[src/rtl/cond_unit_pkg.sv]
package cond_unit_pkg;
  typedef enum logic [2:0] {
    OP_EQ   = 3'd0,
    OP_NE   = 3'd1,
    OP_LT   = 3'd2,
    OP_LE   = 3'd3,
    OP_GT   = 3'd4,
    OP_GE   = 3'd5,
    OP_RSV6 = 3'd6,
    OP_RSV7 = 3'd7
  } cmp_op_e;

  typedef enum logic [1:0] {
    MIX_OR  = 2'd0,
    MIX_AND = 2'd1,
    MIX_X   = 2'd2,
    MIX_Y   = 2'd3
  } mix_sel_e;

  localparam int unsigned NUM_LANES = 2;
  localparam int unsigned OP_W      = 3;
endpackage

[src/rtl/sm_order_cmp.sv]
module sm_order_cmp #(
  parameter int unsigned VAL_W = 24
) (
  input  logic [VAL_W-1:0] a,
  input  logic [VAL_W-1:0] b,
  output logic             is_eq,
  output logic             is_lt
);
  localparam int unsigned MAG_W = VAL_W - 1;

  logic signed [VAL_W-1:0] key_a, key_b;

  // Map sign-magnitude onto a signed ordinal; both zeros land on 0.
  always_comb begin
    key_a = $signed({1'b0, a[MAG_W-1:0]});
    key_b = $signed({1'b0, b[MAG_W-1:0]});
    if (a[VAL_W-1]) key_a = -key_a;
    if (b[VAL_W-1]) key_b = -key_b;
  end

  assign is_eq = (key_a == key_b);
  assign is_lt = (key_a < key_b);
endmodule

[src/rtl/lane_flag.sv]
module lane_flag
  import cond_unit_pkg::*;
#(
  parameter int unsigned VAL_W = 24
) (
  input  logic             clk,
  input  logic             rst_n,
  input  logic             clear,
  input  logic             load,
  input  logic [OP_W-1:0]  op,
  input  logic [VAL_W-1:0] src1,
  input  logic [VAL_W-1:0] src2,
  output logic             flag,
  output logic             bad_op
);
  logic eq, lt, result;

  sm_order_cmp #(.VAL_W(VAL_W)) cmp_i (
    .a     (src1),
    .b     (src2),
    .is_eq (eq),
    .is_lt (lt)
  );

  always_comb begin
    result = flag;
    bad_op = 1'b0;
    case (cmp_op_e'(op))
      OP_EQ:   result = eq;
      OP_NE:   result = !eq;
      OP_LT:   result = lt;
      OP_LE:   result = lt || eq;
      OP_GT:   result = !(lt || eq);
      OP_GE:   result = !lt;
      default: bad_op = 1'b1;
    endcase
  end

  always_ff @(posedge clk) begin
    if (!rst_n || clear) flag <= 1'b0;
    else if (load)       flag <= result;
  end
endmodule

[src/rtl/branch_eval.sv]
module branch_eval
  import cond_unit_pkg::*;
(
  input  logic [NUM_LANES-1:0] flags,
  input  logic [NUM_LANES-1:0] refs,
  input  logic [1:0]           sel,
  output logic                 taken
);
  logic [NUM_LANES-1:0] hit;

  assign hit = ~(flags ^ refs);

  always_comb begin
    case (mix_sel_e'(sel))
      MIX_OR:  taken = |hit;
      MIX_AND: taken = &hit;
      MIX_X:   taken = hit[0];
      default: taken = hit[1];
    endcase
  end
endmodule

[src/rtl/cond_unit.sv]
module cond_unit
  import cond_unit_pkg::*;
#(
  parameter int unsigned VAL_W = 24
) (
  input  logic             clk,
  input  logic             rst_n,
  input  logic             run_start,
  input  logic             cmp_valid,
  input  logic [2:0]       cmp_op_x,
  input  logic [2:0]       cmp_op_y,
  input  logic [VAL_W-1:0] src1_x,
  input  logic [VAL_W-1:0] src2_x,
  input  logic [VAL_W-1:0] src1_y,
  input  logic [VAL_W-1:0] src2_y,
  input  logic             ref_x,
  input  logic             ref_y,
  input  logic [1:0]       combine_sel,
  output logic             flag_x,
  output logic             flag_y,
  output logic             cmp_error,
  output logic             branch_taken
);
  logic [NUM_LANES-1:0][OP_W-1:0]  lane_op;
  logic [NUM_LANES-1:0][VAL_W-1:0] lane_a, lane_b;
  logic [NUM_LANES-1:0]            lane_flag_q, lane_bad;

  assign lane_op = {cmp_op_y, cmp_op_x};
  assign lane_a  = {src1_y, src1_x};
  assign lane_b  = {src2_y, src2_x};

  for (genvar g = 0; g < NUM_LANES; g++) begin : g_lane
    lane_flag #(.VAL_W(VAL_W)) lane_i (
      .clk    (clk),
      .rst_n  (rst_n),
      .clear  (run_start),
      .load   (cmp_valid),
      .op     (lane_op[g]),
      .src1   (lane_a[g]),
      .src2   (lane_b[g]),
      .flag   (lane_flag_q[g]),
      .bad_op (lane_bad[g])
    );
  end

  always_ff @(posedge clk) begin
    if (!rst_n) cmp_error <= 1'b0;
    else        cmp_error <= cmp_valid && !run_start && (|lane_bad);
  end

  branch_eval eval_i (
    .flags (lane_flag_q),
    .refs  ({ref_y, ref_x}),
    .sel   (combine_sel),
    .taken (branch_taken)
  );

  assign flag_x = lane_flag_q[0];
  assign flag_y = lane_flag_q[1];
endmodule

[config.mk]
export PLATFORM = sky130hd
export DESIGN_NAME = cond_unit
export DESIGN_NICKNAME = d
export VERILOG_FILES = /design/src/rtl/cond_unit_pkg.sv /design/src/rtl/sm_order_cmp.sv /design/src/rtl/lane_flag.sv /design/src/rtl/branch_eval.sv /design/src/rtl/cond_unit.sv
export SDC_FILE = /design/constraint.sdc
export NUM_CORES = 1
export LEC_CHECK = 0
export ABC_AREA = 1
export CORE_MARGIN = 2
export CORE_UTILIZATION = 50
export DETAILED_ROUTE_END_ITERATION = 10
export DONT_BUFFER_PORTS = 1
export PLACE_DENSITY = 0.66
export SETUP_SLACK_MARGIN = 0.5
export SKIP_CTS_REPAIR_TIMING = 1
export SLEW_MARGIN = 15
export SYNTH_ARGS = -nofsm -noshare
export SYNTH_HDL_FRONTEND = slang
export SYNTH_HIERARCHICAL = 1
export SYNTH_SLANG_ARGS = --single-unit
[constraint.sdc]
create_clock -name clk -period 3.3 [get_ports clk]
set_input_delay 0.165 -clock clk [delete_from_list [all_inputs] [get_ports clk]]
set_output_delay 0.165 -clock clk [all_outputs]
set_load 0.03 [all_outputs]
==> results.sh, run 1 <==
export IMPL_setup_viol=0
export IMPL_root_buffer="clkbuf_8"
export IMPL_pwr_share_comb_pct=77.9
export IMPL_instances_no_fill=943
export IMPL_startpoint_type="input pin"
export IMPL_dieHeight_um=99.40
export IMPL_p_int_mw=0.3397
export IMPL_async_flop_share_pct=0
export IMPL_synthToLayoutAreaGrowth_pct=4.894
export IMPL_dr_pass1_iters=5
export IMPL_grt_pass1_vias=4662
export IMPL_syn_area_per_cell_um2=5.443
export IMPL_clkSinkCount=3
export IMPL_drv_cap=0
export IMPL_p_clk_share_pct=16.3
export IMPL_route_detailed_drc=0
export IMPL_synth_cell_types=31
export IMPL_tightestPinTransition_ns=0.4543
export IMPL_max_slew_margin_rel_pct=69.39
export IMPL_period_needed_ns=2.492
export IMPL_grt_max_degree=26
export IMPL_power_leakage_nw=2.525
export IMPL_layout_common_cells="nand2_1, inv_1, nor2_1, ha_1, xor2_1"
export IMPL_dieArea_um2=9880
export IMPL_via_count=4966
export IMPL_antenna_cells=0
export IMPL_path_cells="inv_1 > ha_2 > nand4_2 > nor2_4 > nand2_2 > nand2_2 > nand2_1 > xor2_1 > ha_1 > nand4_1 > inv_1 > nand2_1 > nor2_1 > nand2_1 > nand3_1 > nand2_1 > nand2_1 > inv_1 > nand2_1 > o21ai_1 > nand2_1 > nand2_1 > nand2_1 > a21oi_2"
export IMPL_grt_overflow=0
export IMPL_min_path_cells=2
export IMPL_worst_path_max_delay_cell="ha_1"
export IMPL_seq_area_frac_synth_pct=1.320
export IMPL_syn_inst=836
export IMPL_drt_total_wl_um=12490
export IMPL_grt_first_pass_wirelength_um=20670
export IMPL_synth_top_area_share_pct=19.88
export IMPL_synth_edf_count=0
export IMPL_hold_start="rst_n"
export IMPL_syn_num_nets=1000
export IMPL_switching_share_pct=51.74
export IMPL_numCtsBuffers=3
export IMPL_drive_above_1_share_pct=10.66
export IMPL_drv_slew=0
export IMPL_status="complete, no violations"
export IMPL_max_stage_delay_ns=0.29
export IMPL_r2r_slack_ns=2.35
export IMPL_final_setup_tns_ns=0
export IMPL_grt_setup_unrepaired="yes"
export IMPL_cts_tree="built"
export IMPL_clk_latency_ns=0.22
export IMPL_grt_total_usage_pct=25.14
export IMPL_max_vdd_ir_drop_mv=0.1137
export IMPL_end_kind="flop"
export IMPL_clk_pin_slew_ns=0.03
export IMPL_via_per_inst=5.266
export IMPL_finClkSkew_ns=0
export IMPL_final_antenna_net_count=0
export IMPL_rows=34
export IMPL_antenna_found_initial=0
export IMPL_p_switching_mw=0.3643
export IMPL_r2r_start="g_lane[1].lane_i/flag$_SDFFE_PP0P_"
export IMPL_timing_rr_end="g_lane[1].lane_i/flag$_SDFFE_PP0P_"
export IMPL_max_freq_mhz=401.2
export IMPL_core_area_um2=8763
export IMPL_ctsHtreeMaxLevel=1
export IMPL_yosys_warnings=6
export IMPL_path_class="input pin to flop"
export IMPL_synth_area_um2=4551
export IMPL_final_nets=1000
export IMPL_synthTopCellsByArea="nand2_1, ha_1, inv_1"
export IMPL_yosys_register_bits=3
export IMPL_routabilityCongestion=0.9717
export IMPL_clk_path_buf_depth=2
export IMPL_crit_arrival_ns=2.65
export IMPL_hp_class="input pin to flop"
export IMPL_hold_path_end="g_lane[1].lane_i/flag$_SDFFE_PP0P_"
export IMPL_fin_crit_sh_pct=75.53
export IMPL_seqPwrFrac_pct=5.8
export IMPL_drtIter0Drc=325
export IMPL_ys_flop_type="dfxtp_1"
export IMPL_placed_area_um2=4648
export IMPL_hold_viol=0
export IMPL_final_cell_area_um2=4773
export IMPL_rr_worst_depth=2
export IMPL_ios=114
export IMPL_cp_common_cell="nand2_1"
export IMPL_wl_per_cell_um=13.25
export IMPL_powerDensity_nw_per_um2=147.5
export IMPL_die_x_um=99.40
export IMPL_crit_fanout=4
export IMPL_p_total_mw=0.7040
export IMPL_cp_data_required_time_ns=3.46
export IMPL_initial_core_util_pct=51.93
export IMPL_synth_largest_area_cell="nand2_1"
export IMPL_post_place_cells=936
export IMPL_mostFrequentLayoutCell="nand2_1"
export IMPL_portBuffers=0
export IMPL_hpwl_um=11080
-- per-stage QoR --
step,util (%),setup slack (ns),hold slack (ns)
2_1_floorplan,-,0.8382,0.3011
3_3_place_gp,53.04,0.5407,0.3084
3_5_place_dp,53.04,0.4561,0.3069
4_1_cts,53.56,0.6874,0.06527
5_1_grt,54.47,0.4894,0.07778
6_report,54.47,0.8076,0.07609
-- cells in the mapped netlist (3+ instances only) --
library cell    n
or2_1           6
nor2_1        104
nor3_1          4
o21ai_1         4
nand3_1        46
inv_2          12
xor2_1         50
xnor2_1        14
nor2_4         10
o21ai_2        10
dfxtp_1         3
buf_2           4
nand2_2        14
o21ai_0        28
ha_1           54
inv_1         135
a21oi_1        24
nor2_2         13
nand2_1       241
nand3_2         8
a21o_1          4
nand4_1        30
-- final cells by class --
cell class              count  area (µm²)
fillers                   981        3990
multi-input cells         678        3944
inverters                 147       566.8
well taps                 108       135.1
flip-flops and latches      3       60.06
clock buffers               4       45.04
repair buffers              3       22.52
-- how the worst max path moves through the flow --
| stage | from | to | slack [ns] | cells past startpoint |
|---|---|---|---|---|
| detailed placement | src2_x[0] | g_lane[0].lane_i/flag$_SDFFE_PP0P_ | 0.46 | 23 |
| global route | src1_x[0] | g_lane[0].lane_i/flag$_SDFFE_PP0P_ | 0.49 | 25 |
| floorplan | src2_x[0] | g_lane[0].lane_i/flag$_SDFFE_PP0P_ | 0.84 | 24 |
| finish | src1_x[0] | g_lane[0].lane_i/flag$_SDFFE_PP0P_ | 0.81 | 24 |
| CTS | src2_x[0] | g_lane[0].lane_i/flag$_SDFFE_PP0P_ | 0.69 | 23 |
| global placement | src2_x[0] | g_lane[0].lane_i/flag$_SDFFE_PP0P_ | 0.54 | 24 |
-- power groups by stage --
| stage | clock [mW] | combinational (mW) | sequential, mW |
|---|---|---|---|
| 6_report | 0.115 | 0.548 | 0.0410 |
| 5_1_grt | 0.121 | 0.640 | 0.0411 |
| 4_1_cts | 0.120 | 0.544 | 0.0410 |
| 3_5_place_dp | 0 | 0.541 | 0.0416 |
| 3_3_place_gp | 0 | 0.529 | 0.0414 |
| 2_1_floorplan | 0 | 0.450 | 0.0412 |
-- cell families (layout without fill, tap and decap cells) --
family | count (synthesis) | count (layout) | synth area share, %
simple gates | 484 | 484 | 48.83
buf+inv | 155 | 154 | 12.95
fa+ha+maj | 54 | 54 | 14.85
compound gates | 76 | 76 | 9.733
xor+xnor | 64 | 64 | 12.32
flops | 3 | 3 | 1.320
-- critical path, delay by kind of cell --
kind	cells	cell delay (ns)
and+or+nand+nor	16	1.40
adders and majority gates	2	0.50
AOI/OAI and AO/OA	2	0.23
buffers and inverters	3	0.21
xor gates and xnor gates	1	0.15
-- per-layer routing --
layer | wire, µm | track usage [%]
met1 | 5985 | 35.94
met2 | 5468 | 41.42
met3 | 992 | 3.725
met4 | 44 | 2.529
met5 | 0 | 0
-- flip-flops by register name (all words and copies together) (netlist names) --
register / count
g_lane.lane_i/flag: 2
cmp_error: 1
No activity file was read; power rests on OpenSTA's default activity.
==> run 2, diff against run 1 <==
--- a/config.mk
+++ b/config.mk
@@ -10,7 +10,7 @@
 export CORE_UTILIZATION = 50
 export DETAILED_ROUTE_END_ITERATION = 10
 export DONT_BUFFER_PORTS = 1
-export PLACE_DENSITY = 0.66
+export PLACE_DENSITY = 0.69
 export SETUP_SLACK_MARGIN = 0.5
 export SKIP_CTS_REPAIR_TIMING = 1
 export SLEW_MARGIN = 15
==> constraint.sdc (replaced) <==
create_clock -name clk -period 2.2 [get_ports clk]
set_input_delay 0.11 -clock clk [delete_from_list [all_inputs] [get_ports clk]]
set_output_delay 0.11 -clock clk [all_outputs]
set_load 0.03 [all_outputs]
==> results.sh, run 2 (synthesized netlist as in run 1, its figures left out) <==
export IMPL_dr_pass1_iters=5
export IMPL_drv_slew=0
export IMPL_root_buffer="clkbuf_8"
export IMPL_rows=34
export IMPL_crit_fanout=4
export IMPL_pwr_share_comb_pct=81.2
export IMPL_startpoint_type="input pin"
export IMPL_power_leakage_nw=2.990
export IMPL_register_area_um2=60.06
export IMPL_clk_latency_ns=0.22
export IMPL_numCtsBuffers=3
export IMPL_drv_cap=0
export IMPL_nFillCells=854
export IMPL_die_x_um=99.40
export IMPL_via_per_inst=5.204
export IMPL_largest_reg_flops=2
export IMPL_grt_pass1_vias=5274
export IMPL_end_kind="flop"
export IMPL_dieHeight_um=99.40
export IMPL_setup_slack_ns=-0.09983
export IMPL_path_class="input pin to flop"
export IMPL_route_detailed_drc=0
export IMPL_hold_viol=0
export IMPL_switching_share_pct=48.86
export IMPL_max_freq_mhz=434.8
export IMPL_crit_arrival_ns=2.41
export IMPL_grt_overflow=0
export IMPL_status="finished with violations"
export IMPL_wl_per_cell_um=13.29
export IMPL_grt_max_degree=26
export IMPL_setup_viol=2
export IMPL_fin_crit_sh_pct=104.5
export IMPL_antenna_cells=0
export IMPL_powerDensity_nw_per_um2=213.5
export IMPL_via_count=5360
export IMPL_clkSinkCount=3
export IMPL_p_switching_mw=0.5890
export IMPL_hp_class="input pin to flop"
export IMPL_reg_top3="g_lane.lane_i/flag (2), cmp_error (1)"
export IMPL_multi_input_area_um2=4141
export IMPL_place_ws_ns=-0.3769
export IMPL_mostFrequentLayoutCell="nand2_1"
export IMPL_portBuffers=0
export IMPL_final_antenna_net_count=0
export IMPL_max_slew_margin_rel_pct=73.39
export IMPL_core_area_um2=8763
export IMPL_dieArea_um2=9880
export IMPL_final_nets=1087
export IMPL_tightestPinTransition_ns=0.3986
export IMPL_synthToLayoutAreaGrowth_pct=24.06
export IMPL_initial_core_util_pct=51.93
export IMPL_p_int_mw=0.6165
export IMPL_drt_total_wl_um=13690
export IMPL_p_clk_share_pct=13.7
export IMPL_cts_tree="built"
export IMPL_violations="setup timing"
export IMPL_grt_first_pass_wirelength_um=22600
export IMPL_cp_data_required_time_ns=2.31
export IMPL_ctsHtreeMaxLevel=1
export IMPL_clk_path_buf_depth=2
export IMPL_seqPwrFrac_pct=5.1
export IMPL_ios=114
export IMPL_period_needed_ns=2.300
export IMPL_drtIter0Drc=266
export IMPL_regMostFlops="g_lane.lane_i/flag"
export IMPL_clk_pin_slew_ns=0.03
export IMPL_drive_above_1_share_pct=23.64
export IMPL_antenna_found_initial=0
export IMPL_grt_total_usage_pct=27.16
export IMPL_p_total_mw=1.206
export IMPL_routabilityCongestion=0.9737
export IMPL_finClkSkew_ns=0
export IMPL_max_vdd_ir_drop_mv=0.1673
export IMPL_hpwl_um=12030
export IMPL_grt_setup_unrepaired="yes"
export IMPL_layout_common_cells="nand2_1, inv_1, buf_4, nor2_1, xor2_1"
-- run 2: changes by cell type in the layout (fill, tap and decap cells not counted), moves of 4 or more --
cell     change
buf_4       +86
nor2_1      -23
nor2_2      +19
inv_1        -6
nand2_4      +5
nor2_4       +4
o21ai_0      -4
-- run 2: final timing paths --
path	startpoint	endpoint	slack (ns)	cells after the start
hold reg to reg	g_lane[0].lane_i/flag$_SDFFE_PP0P_	g_lane[0].lane_i/flag$_SDFFE_PP0P_	0.70	2
hold / removal	rst_n	g_lane[1].lane_i/flag$_SDFFE_PP0P_	0.02	2
setup reg to reg	g_lane[1].lane_i/flag$_SDFFE_PP0P_	g_lane[1].lane_i/flag$_SDFFE_PP0P_	1.23	2
setup / recovery	src1_y[5]	g_lane[1].lane_i/flag$_SDFFE_PP0P_	-0.1	22
-- run 2: per-stage QoR --
stage	setup TNS (ns)	util [%]	hold WS (ns)	std cells	instance area [µm²]
2_1_floorplan	-0.1359	-	0.2461	836	4661
3_3_place_gp	-0.6261	61.81	0.2524	1022	5416
3_5_place_dp	-0.7454	61.81	0.2517	1022	5416
4_1_cts	-0.2840	62.32	0.02112	1026	5461
5_1_grt	-0.7568	64.42	0.03346	1030	5645
6_report	-0.1669	64.42	0.02297	1030	5645
-- run 2: layer usage --
layer,vias up,wire length (µm),track usage [%]
met3,14,1176,5.692
li1,2803,-,-
met1,2395,6256,35.65
met5,-,0,0
met4,0,92,4.531
met2,148,6168,46.52
-- run 2: final cells by class --
cell class / instances / share of cell area, %
Multi-Input combinational cell: 678 / 73.36
Timing Repair Buffer: 90 / 12.19
Tap cell: 108 / 2.394
Inverter: 147 / 10.20
Clock buffer: 4 / 0.7979
Sequential cell: 3 / 1.064
-- run 2: power by group through the flow --
| stage | Sequential (mW) | Combinational [mW] | Clock [mW] |
|---|---|---|---|
| finish | 0.0616 | 0.979 | 0.165 |
| floorplan | 0.0618 | 0.693 | 0 |
| global route | 0.0618 | 1.13 | 0.175 |
| global placement | 0.0623 | 0.910 | 0 |
| CTS | 0.0617 | 0.948 | 0.168 |
| detailed placement | 0.0624 | 0.942 | 0 |
-- run 2: critical path, stage by stage --
cell and delay (ns):
inv_1 0.12, nand3_2 0.13, nor2_4 0.16, nand2_2 0.12, nand2_2 0.11, nand2_1 0.08
xor2_1 0.16, ha_1 0.31, a21oi_1 0.16, o21ai_0 0.09, nor2_1 0.17, nand3_1 0.10
nand2_1 0.07, nand2_2 0.06, inv_2 0.06, nand2_1 0.05, nand2_1 0.05, nand2_1 0.05
nor2_1 0.08, nand2_1 0.05, nand2_1 0.08, a21oi_2 0.05
